## src/rtl/adcrd_pkg.sv

```systemverilog
package adcrd_pkg;

  typedef enum logic [0:0] {
    CONV_IDLE = 1'b0,
    CONV_RUN  = 1'b1
  } conv_state_e;

  // Index of the bit to present after 'taken' bits have left the port.
  function automatic int unsigned msb_first_index(input int unsigned width,
                                                  input int unsigned taken);
    return width - 1 - taken;
  endfunction

endpackage

```

## src/rtl/adcrd_conv_timer.sv

```systemverilog
module adcrd_conv_timer
  import adcrd_pkg::*;
#(
  parameter int DATA_W      = 18,
  parameter int CONV_CYCLES = 64
) (
  input  logic              clk,
  input  logic              rst_n,
  input  logic              start_i,
  input  logic [DATA_W-1:0] sample_i,
  output logic              busy_o,
  output logic              done_o,
  output logic [DATA_W-1:0] result_o
);

  localparam int TW = (CONV_CYCLES > 2) ? $clog2(CONV_CYCLES) : 1;
  localparam logic [TW-1:0] LAST = TW'(CONV_CYCLES - 1);

  conv_state_e       state_q, state_d;
  logic [TW-1:0]     cnt_q, cnt_d;
  logic [DATA_W-1:0] word_q, word_d;
  logic              accept;
  logic              cnt_en;

  assign accept = (state_q == CONV_IDLE) && start_i;
  assign done_o = (state_q == CONV_RUN) && (cnt_q == '0);
  assign busy_o = (state_q == CONV_RUN);
  assign result_o = word_q;
  assign cnt_en = accept || (state_q == CONV_RUN);

  always_comb begin
    state_d = state_q;
    cnt_d   = cnt_q;
    word_d  = word_q;
    unique case (state_q)
      CONV_IDLE: begin
        if (start_i) begin
          state_d = CONV_RUN;
          cnt_d   = LAST;
          word_d  = sample_i;
        end
      end
      CONV_RUN: begin
        if (cnt_q == '0) begin
          state_d = CONV_IDLE;
        end else begin
          cnt_d = cnt_q - 1'b1;
        end
      end
      default: state_d = CONV_IDLE;
    endcase
  end

  always_ff @(posedge clk or negedge rst_n) begin
    if (!rst_n) begin
      state_q <= CONV_IDLE;
    end else begin
      state_q <= state_d;
    end
  end

  always_ff @(posedge clk or negedge rst_n) begin
    if (!rst_n) begin
      cnt_q <= '0;
    end else if (cnt_en) begin
      cnt_q <= cnt_d;
    end
  end

  always_ff @(posedge clk or negedge rst_n) begin
    if (!rst_n) begin
      word_q <= '0;
    end else if (accept) begin
      word_q <= word_d;
    end
  end

endmodule

```

## src/rtl/adcrd_edge_sync.sv

```systemverilog
module adcrd_edge_sync #(
  parameter int STAGES = 2
) (
  input  logic clk,
  input  logic rst_n,
  input  logic async_i,
  output logic rise_o
);

  // STAGES flops for metastability, one more to find the edge
  logic [STAGES:0] chain_q;

  genvar g;
  generate
    for (g = 0; g <= STAGES; g++) begin : g_stage
      logic d;
      if (g == 0) begin : g_first
        assign d = async_i;
      end else begin : g_next
        assign d = chain_q[g-1];
      end
      always_ff @(posedge clk or negedge rst_n) begin
        if (!rst_n) begin
          chain_q[g] <= 1'b0;
        end else begin
          chain_q[g] <= d;
        end
      end
    end
  endgenerate

  assign rise_o = chain_q[STAGES-1] & ~chain_q[STAGES];

endmodule

```

## src/rtl/adcrd_out_shifter.sv

```systemverilog
module adcrd_out_shifter
  import adcrd_pkg::*;
#(
  parameter int DATA_W = 18
) (
  input  logic              clk,
  input  logic              rst_n,
  input  logic              load_i,
  input  logic [DATA_W-1:0] word_i,
  input  logic              step_i,
  input  logic              read_en_i,
  output logic              sdo_o,
  output logic              oe_o,
  output logic              err_o
);

  localparam int CNT_W = $clog2(DATA_W + 1);
  localparam logic [CNT_W-1:0] FULL = CNT_W'(DATA_W);

  logic [DATA_W-1:0] hold_q, hold_d;
  logic [CNT_W-1:0]  taken_q, taken_d;
  logic              err_d;
  logic              err_q;
  logic              remaining;
  logic [CNT_W-1:0]  bit_idx;
  logic              hold_en;
  logic              taken_en;

  assign remaining = (taken_q < FULL);
  assign bit_idx   = CNT_W'(msb_first_index(DATA_W, 32'(taken_q)));
  assign hold_en   = load_i;
  assign taken_en  = load_i || (step_i && read_en_i && remaining);

  always_comb begin
    hold_d  = hold_q;
    taken_d = taken_q;
    err_d   = 1'b0;
    if (load_i) begin
      hold_d  = word_i;
      taken_d = '0;
      err_d   = (taken_q != '0) && remaining;
    end else if (step_i && read_en_i && remaining) begin
      taken_d = taken_q + 1'b1;
    end
  end

  always_ff @(posedge clk or negedge rst_n) begin
    if (!rst_n) begin
      hold_q <= '0;
    end else if (hold_en) begin
      hold_q <= hold_d;
    end
  end

  always_ff @(posedge clk or negedge rst_n) begin
    if (!rst_n) begin
      taken_q <= FULL;
    end else if (taken_en) begin
      taken_q <= taken_d;
    end
  end

  always_ff @(posedge clk or negedge rst_n) begin
    if (!rst_n) begin
      err_q <= 1'b0;
    end else begin
      err_q <= err_d;
    end
  end

  always_comb begin
    sdo_o = 1'b0;
    if (read_en_i && remaining) begin
      sdo_o = hold_q[bit_idx];
    end
  end

  assign oe_o  = read_en_i;
  assign err_o = err_q;

endmodule

```

## src/rtl/adc_rdc_serial_port.sv

```systemverilog
module adc_rdc_serial_port #(
  parameter int DATA_W      = 18,
  parameter int CONV_CYCLES = 64,
  parameter int SYNC_STAGES = 2
) (
  input  logic              clk,
  input  logic              rst_n,
  input  logic              cs_n,
  input  logic              rd_n,
  input  logic              sclk,
  input  logic              conv_start,
  input  logic [DATA_W-1:0] sample_in,
  input  logic              chain_in,
  output logic              busy,
  output logic              sdo,
  output logic              sdo_oe,
  output logic              rd_error
);

  logic [1:0]        rst_pipe_q;
  logic              rst_sync_n;
  logic              conv_done;
  logic [DATA_W-1:0] conv_word;
  logic              sclk_rise;
  logic              read_en;
  logic              unused_chain_in;

  always_ff @(posedge clk or negedge rst_n) begin
    if (!rst_n) begin
      rst_pipe_q <= 2'b00;
    end else begin
      rst_pipe_q <= {rst_pipe_q[0], 1'b1};
    end
  end
  assign rst_sync_n = rst_pipe_q[1];

  assign read_en = ~cs_n & ~rd_n;
  assign unused_chain_in = chain_in;

  adcrd_conv_timer #(
    .DATA_W     (DATA_W),
    .CONV_CYCLES(CONV_CYCLES)
  ) u_timer (
    .clk     (clk),
    .rst_n   (rst_sync_n),
    .start_i (conv_start),
    .sample_i(sample_in),
    .busy_o  (busy),
    .done_o  (conv_done),
    .result_o(conv_word)
  );

  adcrd_edge_sync #(
    .STAGES(SYNC_STAGES)
  ) u_sclk_sync (
    .clk    (clk),
    .rst_n  (rst_sync_n),
    .async_i(sclk),
    .rise_o (sclk_rise)
  );

  adcrd_out_shifter #(
    .DATA_W(DATA_W)
  ) u_shift (
    .clk      (clk),
    .rst_n    (rst_sync_n),
    .load_i   (conv_done),
    .word_i   (conv_word),
    .step_i   (sclk_rise),
    .read_en_i(read_en),
    .sdo_o    (sdo),
    .oe_o     (sdo_oe),
    .err_o    (rd_error)
  );

endmodule

```

## config.mk

```make
export PLATFORM = sky130hd
export DESIGN_NAME = adc_rdc_serial_port
export DESIGN_NICKNAME = d
export VERILOG_FILES = /design/src/rtl/adcrd_pkg.sv /design/src/rtl/adcrd_conv_timer.sv /design/src/rtl/adcrd_edge_sync.sv /design/src/rtl/adcrd_out_shifter.sv /design/src/rtl/adc_rdc_serial_port.sv
export SDC_FILE = /design/constraint.sdc
export NUM_CORES = 1
export LEC_CHECK = 0
export ABC_AREA = 1
export BUFFER_PORTS_ARGS = -buffer_cell sky130_fd_sc_hd__buf_4
export CAP_MARGIN = 20
export CORE_MARGIN = 2
export CORE_UTILIZATION = 35
export CTS_BUF_LIST = sky130_fd_sc_hd__clkbuf_16
export CTS_CLUSTER_SIZE = 20
export DETAILED_ROUTE_END_ITERATION = 8
export MAX_ROUTING_LAYER = met4
export PLACE_DENSITY = 0.57
export SKIP_CTS_REPAIR_TIMING = 1
export SYNTH_ARGS = -nofsm -noshare
export SYNTH_HDL_FRONTEND = slang
export SYNTH_SLANG_ARGS = --single-unit
```

## constraint.sdc

```tcl
create_clock -name clk -period 2.59 [get_ports clk]
set_input_delay 0.259 -clock clk [delete_from_list [all_inputs] [get_ports clk]]
set_output_delay 0.259 -clock clk [all_outputs]
set_load 0.01 [all_outputs]
```

# Yosys cells after proc, flatten, opt, wreduce, memory -nomap -nowiden
# Index checks and enable logic that the tools add are counted.
[totals]
memories = 0
rom_bits = 0
ff_bits = 54
output_inout_bits = 4
inputBits = 25
latch_bits = 0
wordCells = 49
mem_bits_rw = 0
[op_classes]
mul = 0
shift = 0
n_reduce_logical = 14
n_div = 0
muxes = 12
n_bitwise = 6
order_cmp = 2
eq_ne = 2
add_sub_neg = 3
[ops]
columns = ["operator", "n"]
rows = [
  ["2-to-1 mux 6 bit", 2],
  ["case mux 6 bit (2 select lines)", 1],
  ["2-to-1 mux 5 bit", 2],
  ["logical AND 1 bit", 6],
  ["zero test 6 bit", 1],
  ["less-than comparator 5 x 6 -> 1 bit, second input constant", 1],
  ["AND reduction 3 bit", 2],
  ["subtractor 6 x 1 -> 6 bit, second input constant", 1],
  ["adder 5 x 1 -> 5 bit, second input constant", 1],
  ["binary-select mux 1 bit (select 5 bit)", 1],
  ["less-than comparator 5 bit, second input constant", 1],
  ["2-to-1 mux 1 bit", 5],
  ["nonzero test 5 bit", 1],
  ["subtractor 5 bit, first input constant", 1],
  ["inequality test 2 bit, second input constant", 2],
  ["NOT 1 bit", 4],
  ["AND 1 bit", 2],
  ["logical OR 1 bit", 2],
  ["case mux 1 bit (2 select lines)", 1],
  ["AND reduction 2 bit", 1],
  ["nonzero test 2 bit", 1],
]

# Longest topological paths before layout
[depth]
depth_word = 6
depth_mapped = 10

# By module
# From an unflattened synthesis, not the netlist that was laid out.
[unflattened]
hier_cells = 264
hier_area_um2 = 2581.2
[by_module_without_submodules]
columns = ["module", "cells_each", "seq_area_each_um2", "area_per_inst_um2", "instances"]
rows = [
  ["adcrd_out_shifter", 161, 603.1, 1256.2, 1],
  ["adcrd_conv_timer", 94, 625.6, 1182.4, 1],
  ["adcrd_edge_sync", 5, 75.1, 85.1, 1],
  ["adc_rdc_serial_port", 4, 50.0, 57.6, 1],
]

# Worst setup path after synthesis
# OpenSTA, ideal clock, no wires.
[synth_timing]
kind = "register -> output"
startpoint = "register u_shift.taken_q[1]"
endpoint = "output sdo"
t_arrival_ns = 1.569
required_ns = 2.331
setup_slack_ns = 0.762
path_stages_with_launch = 6
cell_sequence = "dfstp_2 > inv_2 > ha_1 > nor4_2 > nand3b_1 > a21oi_1"
[synth_via]
elab_chain_len = 4
word_cells_on_any_way = 6
classes_between = "1 x add/sub; 1 x order compare; 3 x mux; 1 x reduce/logical"
[synth_rtl]
columns = ["item", "line", "text"]
rows = [
  ["from (decl)", "adcrd_out_shifter.sv:21", "logic [CNT_W-1:0] taken_q, taken_d;"],
  ["from (signal assigned)", "adcrd_out_shifter.sv:59", "taken_q <= taken_d;"],
  ["subtractor 5 bit", "adcrd_pkg.sv:11", "return width - 1 - taken;"],
  ["binary-select mux 1 bit (select 5 bit)", "adcrd_out_shifter.sv:74", "sdo_o = hold_q[bit_idx];"],
  ["2-to-1 mux 1 bit (implied by the code)", "adcrd_out_shifter.sv:74", ""],
  ["2-to-1 mux 1 bit (*)", "adcrd_out_shifter.sv:73", "if (read_en_i && remaining) begin"],
  ["to (decl)", "adc_rdc_serial_port.sv:15", "output logic sdo,"],
]
# Every way passes the cells marked *; elsewhere a longest branch is shown, timed or not. The select of a mux whose other input is x is not followed.

# Worst setup path in the final report
# Ends and elaborated chain as after synthesis.

==> flow_results.xml <==
<?xml version="1.0" encoding="UTF-8"?>
<metrics>
  <group name="synth">
    <metric name="synth_warnings" unit="">0</metric>
    <metric name="postSynthNetCount" unit="">292</metric>
    <metric name="synth.yosys.seq_area_share" unit="%">52.5</metric>
    <metric name="synth.ff_latch_count" unit="">54</metric>
    <metric name="synthesis.area" unit="mm^2">0.00258</metric>
    <metric name="syn_inst" unit="">261</metric>
    <metric name="yosys.cell_types.count" unit="">34</metric>
    <metric name="syn-mean-instance-area" unit="um^2">9.87</metric>
  </group>
  <group name="sta">
    <metric name="max_freq" unit="MHz">426</metric>
    <metric name="final.period_utilization" unit="%">90.7</metric>
    <metric name="drv_slew" unit="">0</metric>
    <metric name="clock-skew-final" unit="ps">4.56</metric>
    <metric name="fin_worst_hold_slack" unit="ps">76.6</metric>
    <metric name="unrepaired_setup_endpoints_after_global_routing" unit="">no</metric>
    <metric name="timing.final.setup_violations" unit="">0</metric>
    <metric name="hold_viol_final" unit="">0</metric>
    <metric name="timing.final.crit_period" unit="ps">2350</metric>
    <metric name="final.setup.tns" unit="ps">0</metric>
  </group>
  <group name="cells_and_area">
    <metric name="mostFrequentLayoutCells" unit="">dfrtp_1 (51), nand2_1 (47), inv_1 (31), buf_4 (29), nor2_1 (23)</metric>
    <metric name="sequential_cell_area" unit="mm^2">0.00136</metric>
    <metric name="nets" unit="">322</metric>
    <metric name="fillers" unit="">735</metric>
    <metric name="post_route_cells_drive_above_1_share" unit="%">29.1</metric>
    <metric name="n_antenna_cell" unit="">0</metric>
    <metric name="multi_input_comb_area" unit="um^2">978</metric>
    <metric name="layout.cells.most_common" unit="">dfrtp_1</metric>
    <metric name="syn_to_final_growth" unit="%">15.6</metric>
    <metric name="post_layout_nonfiller_instances" unit="">391</metric>
  </group>
  <group name="pwr">
    <metric name="total_switching_power" unit="W">0.00115</metric>
    <metric name="vdd_ir_drop_max" unit="V">0.000336</metric>
    <metric name="p_seq_share" unit="%">44.8</metric>
    <metric name="leakage" unit="nW">1.48</metric>
    <metric name="pwr-share-comb" unit="%">35.2</metric>
    <metric name="total_power_per_unit_cell_area" unit="mW/mm^2">1070</metric>
    <metric name="portion_of_total_power_attributed_to_the_clock_network" unit="%">20.0</metric>
    <metric name="sw_frac_of_total" unit="%">36.0</metric>
    <metric name="power_report.internal_total" unit="W">0.00204</metric>
    <metric name="post-layout-total-power" unit="W">0.00318</metric>
  </group>
  <group name="place">
    <metric name="finalWeightedCongestion" unit="">0.823</metric>
    <metric name="dpl.hpwl" unit="um">3120</metric>
    <metric name="placed_cells_incl_taps" unit="">382</metric>
    <metric name="io_buffers" unit="">27</metric>
  </group>
  <group name="clocking">
    <metric name="cts_root_buf" unit="">clkbuf_16</metric>
    <metric name="cts_tree" unit="">done</metric>
    <metric name="cts_num_sinks" unit="">54</metric>
    <metric name="worst_setup_hold_path_clk_slew" unit="ps">70</metric>
    <metric name="clock_path_buffers" unit="">2</metric>
    <metric name="cts_htree_levels" unit="">2</metric>
    <metric name="insertion_delay" unit="ps">290</metric>
    <metric name="cts_made_buffers" unit="">5</metric>
  </group>
  <group name="floorplan">
    <metric name="initial_utilization" unit="%">35.9</metric>
    <metric name="design.die.area" unit="mm^2">0.00806</metric>
    <metric name="die_w" unit="um">89.8</metric>
    <metric name="design.core.area" unit="mm^2">0.00718</metric>
    <metric name="core.rowCount" unit="">31</metric>
    <metric name="die_height" unit="um">89.8</metric>
    <metric name="design.portCount" unit="">29</metric>
  </group>
  <group name="route">
    <metric name="route.detailed.drc" unit="">0</metric>
    <metric name="detail_route.first_pass.iterations" unit="">4</metric>
    <metric name="route.vias.total" unit="">1725</metric>
    <metric name="wl_per_cell" unit="um">11.5</metric>
    <metric name="initialDrtViolationCount" unit="">141</metric>
    <metric name="drt-vias-per-instance" unit="">4.41</metric>
    <metric name="ant_nets" unit="">0</metric>
    <metric name="totalWireLength" unit="um">4480</metric>
  </group>
  <group name="setup_path">
    <metric name="cp-start-kind" unit="">register</metric>
    <metric name="timing.setup.critical_path_class" unit="">reg2out</metric>
    <metric name="critical_path.max_stage_delay" unit="ps">630</metric>
    <metric name="arrival" unit="ps">2090</metric>
    <metric name="cpLargestDelayFamily" unit="">flip-flops</metric>
    <metric name="top_fanout_value_on_the_critical_path" unit="">8</metric>
    <metric name="data_required_time_at_the_worst_endpoint" unit="ps">2330</metric>
    <metric name="setup.worst_path.end_class" unit="">output port</metric>
    <metric name="crit_path_top_delay_cell" unit="">dfstp_2</metric>
    <metric name="timing.critical_path.buf_inv" unit="">2</metric>
    <metric name="crit_path_cell_trace" unit="">inv_2 &gt; ha_1 &gt; nor4_2 &gt; nand3b_1 &gt; a21oi_1 &gt; buf_4</metric>
  </group>
  <group name="hold_path">
    <metric name="worstHoldPathType" unit="">in2reg</metric>
  </group>
  <group name="global_route">
    <metric name="track_usage" unit="%">12.7</metric>
    <metric name="grt_pass1_wl" unit="um">8250</metric>
    <metric name="grt_pass1_vias" unit="">1768</metric>
    <metric name="grt_max_degree" unit="">39</metric>
    <metric name="grt_antenna_before_repair" unit="">0</metric>
    <metric name="grt_overflow" unit="">0</metric>
  </group>
  <group name="run">
    <metric name="drv.max_cap_violation_count" unit="">0</metric>
  </group>
  <group name="run_status">
    <metric name="run_status" unit="">finished, final reports clean</metric>
  </group>
</metrics>
path summary, 6_finish.rpt:
path | start | end | slack (ps) | cells past startpoint
worst max-delay path | u_shift.taken_q[1]$_DFFE_PN1P_ | sdo | 240 | 6
worst min-delay path | sclk | u_sclk_sync.g_stage[1].d$_DFF_PN0_ | 80 | 1
worst max register to register | u_timer.cnt_q[0]$_DFFE_PN0P_ | u_shift.taken_q[1]$_DFFE_PN1P_ | 920 | 6
worst min register to register | rst_pipe_q[1]$_DFF_PN0_ | u_timer.result_o[5]$_DFFE_PN0P_ | 180 | 0
max in group asynchronous | rst_pipe_q[1]$_DFF_PN0_ | u_shift.taken_q[1]$_DFFE_PN1P_ | 1590 | 1
min in group asynchronous | rst_pipe_q[1]$_DFF_PN0_ | u_timer.result_o[5]$_DFFE_PN0P_ | 180 | 0
kinds of logic after synthesis:
logic type	Yosys count	synth area share, %
buffers and inverters	44	9.47
AO/OA/AOI/OAI	34	8.65
flip-flops	54	52.5
adder cells (fa/ha/maj)	6	2.91
XOR/XNOR	3	1.02
AND/OR/NAND/NOR	107	20.0
multiplexers	12	5.25
other	1	0.146
synth_stat cells:
master,n,area (um^2)
a211oi_1,1,7.51
a21oi_1,9,45.0
a31oi_1,1,6.26
buf_12,2,40.0
buf_2,1,5.00
buf_6,4,45.0
clkinv_8,1,16.3
conb_1,1,3.75
dfrtp_1,52,1300
dfstp_2,2,52.6
ha_1,6,75.1
inv_1,30,113
inv_2,5,18.8
inv_4,1,6.26
mux2_1,5,56.3
mux2_2,7,78.8
nand2_1,47,176
nand2_2,9,56.3
nand2_4,2,22.5
nand3_1,14,70.1
nand3_2,3,30.0
nand3b_1,2,15.0
nand4_1,1,6.26
nand4_2,1,12.5
nor2_1,23,86.3
nor2_2,2,12.5
nor3_1,1,5.00
nor3_2,1,10.0
nor4_2,1,12.5
o21ai_0,6,30.0
o21ai_1,4,20.0
o21ai_2,13,114
xnor2_1,1,8.76
xor2_1,2,17.5
metrics by stage:
stage	utilization, %	cell area, um^2	worst slack, ps
floorplan	-	2580	762
global placement	39.4	2830	560
detailed placement	39.4	2830	553
CTS	41.4	2970	230
global route	41.5	2980	137
finish	41.5	2980	242
sequential cells by signal (all words and copies together), names as in the netlist:
register	count
u_sclk_sync.g_stage.d	2
u_sclk_sync.chain_q	1
u_timer.result_o	18
u_timer.busy_o	1
u_shift.err_o	1
u_shift.hold_q	18
u_timer.cnt_q	6
u_shift.taken_q	5
rst_pipe_q	2
power by group through the flow:
stage               Sequential [W]  Clock [W]  Combinational [W]
detailed placement         0.00145          0            0.00113
CTS                        0.00143   0.000660            0.00114
finish                     0.00143   0.000638            0.00112
global placement           0.00143          0            0.00110
floorplan                  0.00138          0           0.000948
global route               0.00148   0.000699            0.00131
area by class of cell:
| class | instances | area share (%) |
|---|---|---|
| Clock inverter | 3 | 0.462 |
| Multi-Input combinational cell | 163 | 32.9 |
| Timing Repair Buffer | 30 | 7.65 |
| Clock buffer | 5 | 4.20 |
| Sequential cell | 54 | 45.5 |
| Inverter | 37 | 5.17 |
| Tap cell | 99 | 4.16 |
per-layer routing:
metal	track usage (%)	wire length [um]	vias up
met3	2.43	138	6
met5	-	0	-
met1	17.1	2220	815
li1	-	-	882
met4	5.38	76	0
met2	18.9	2050	22
Power figures use the tool's default switching activity.
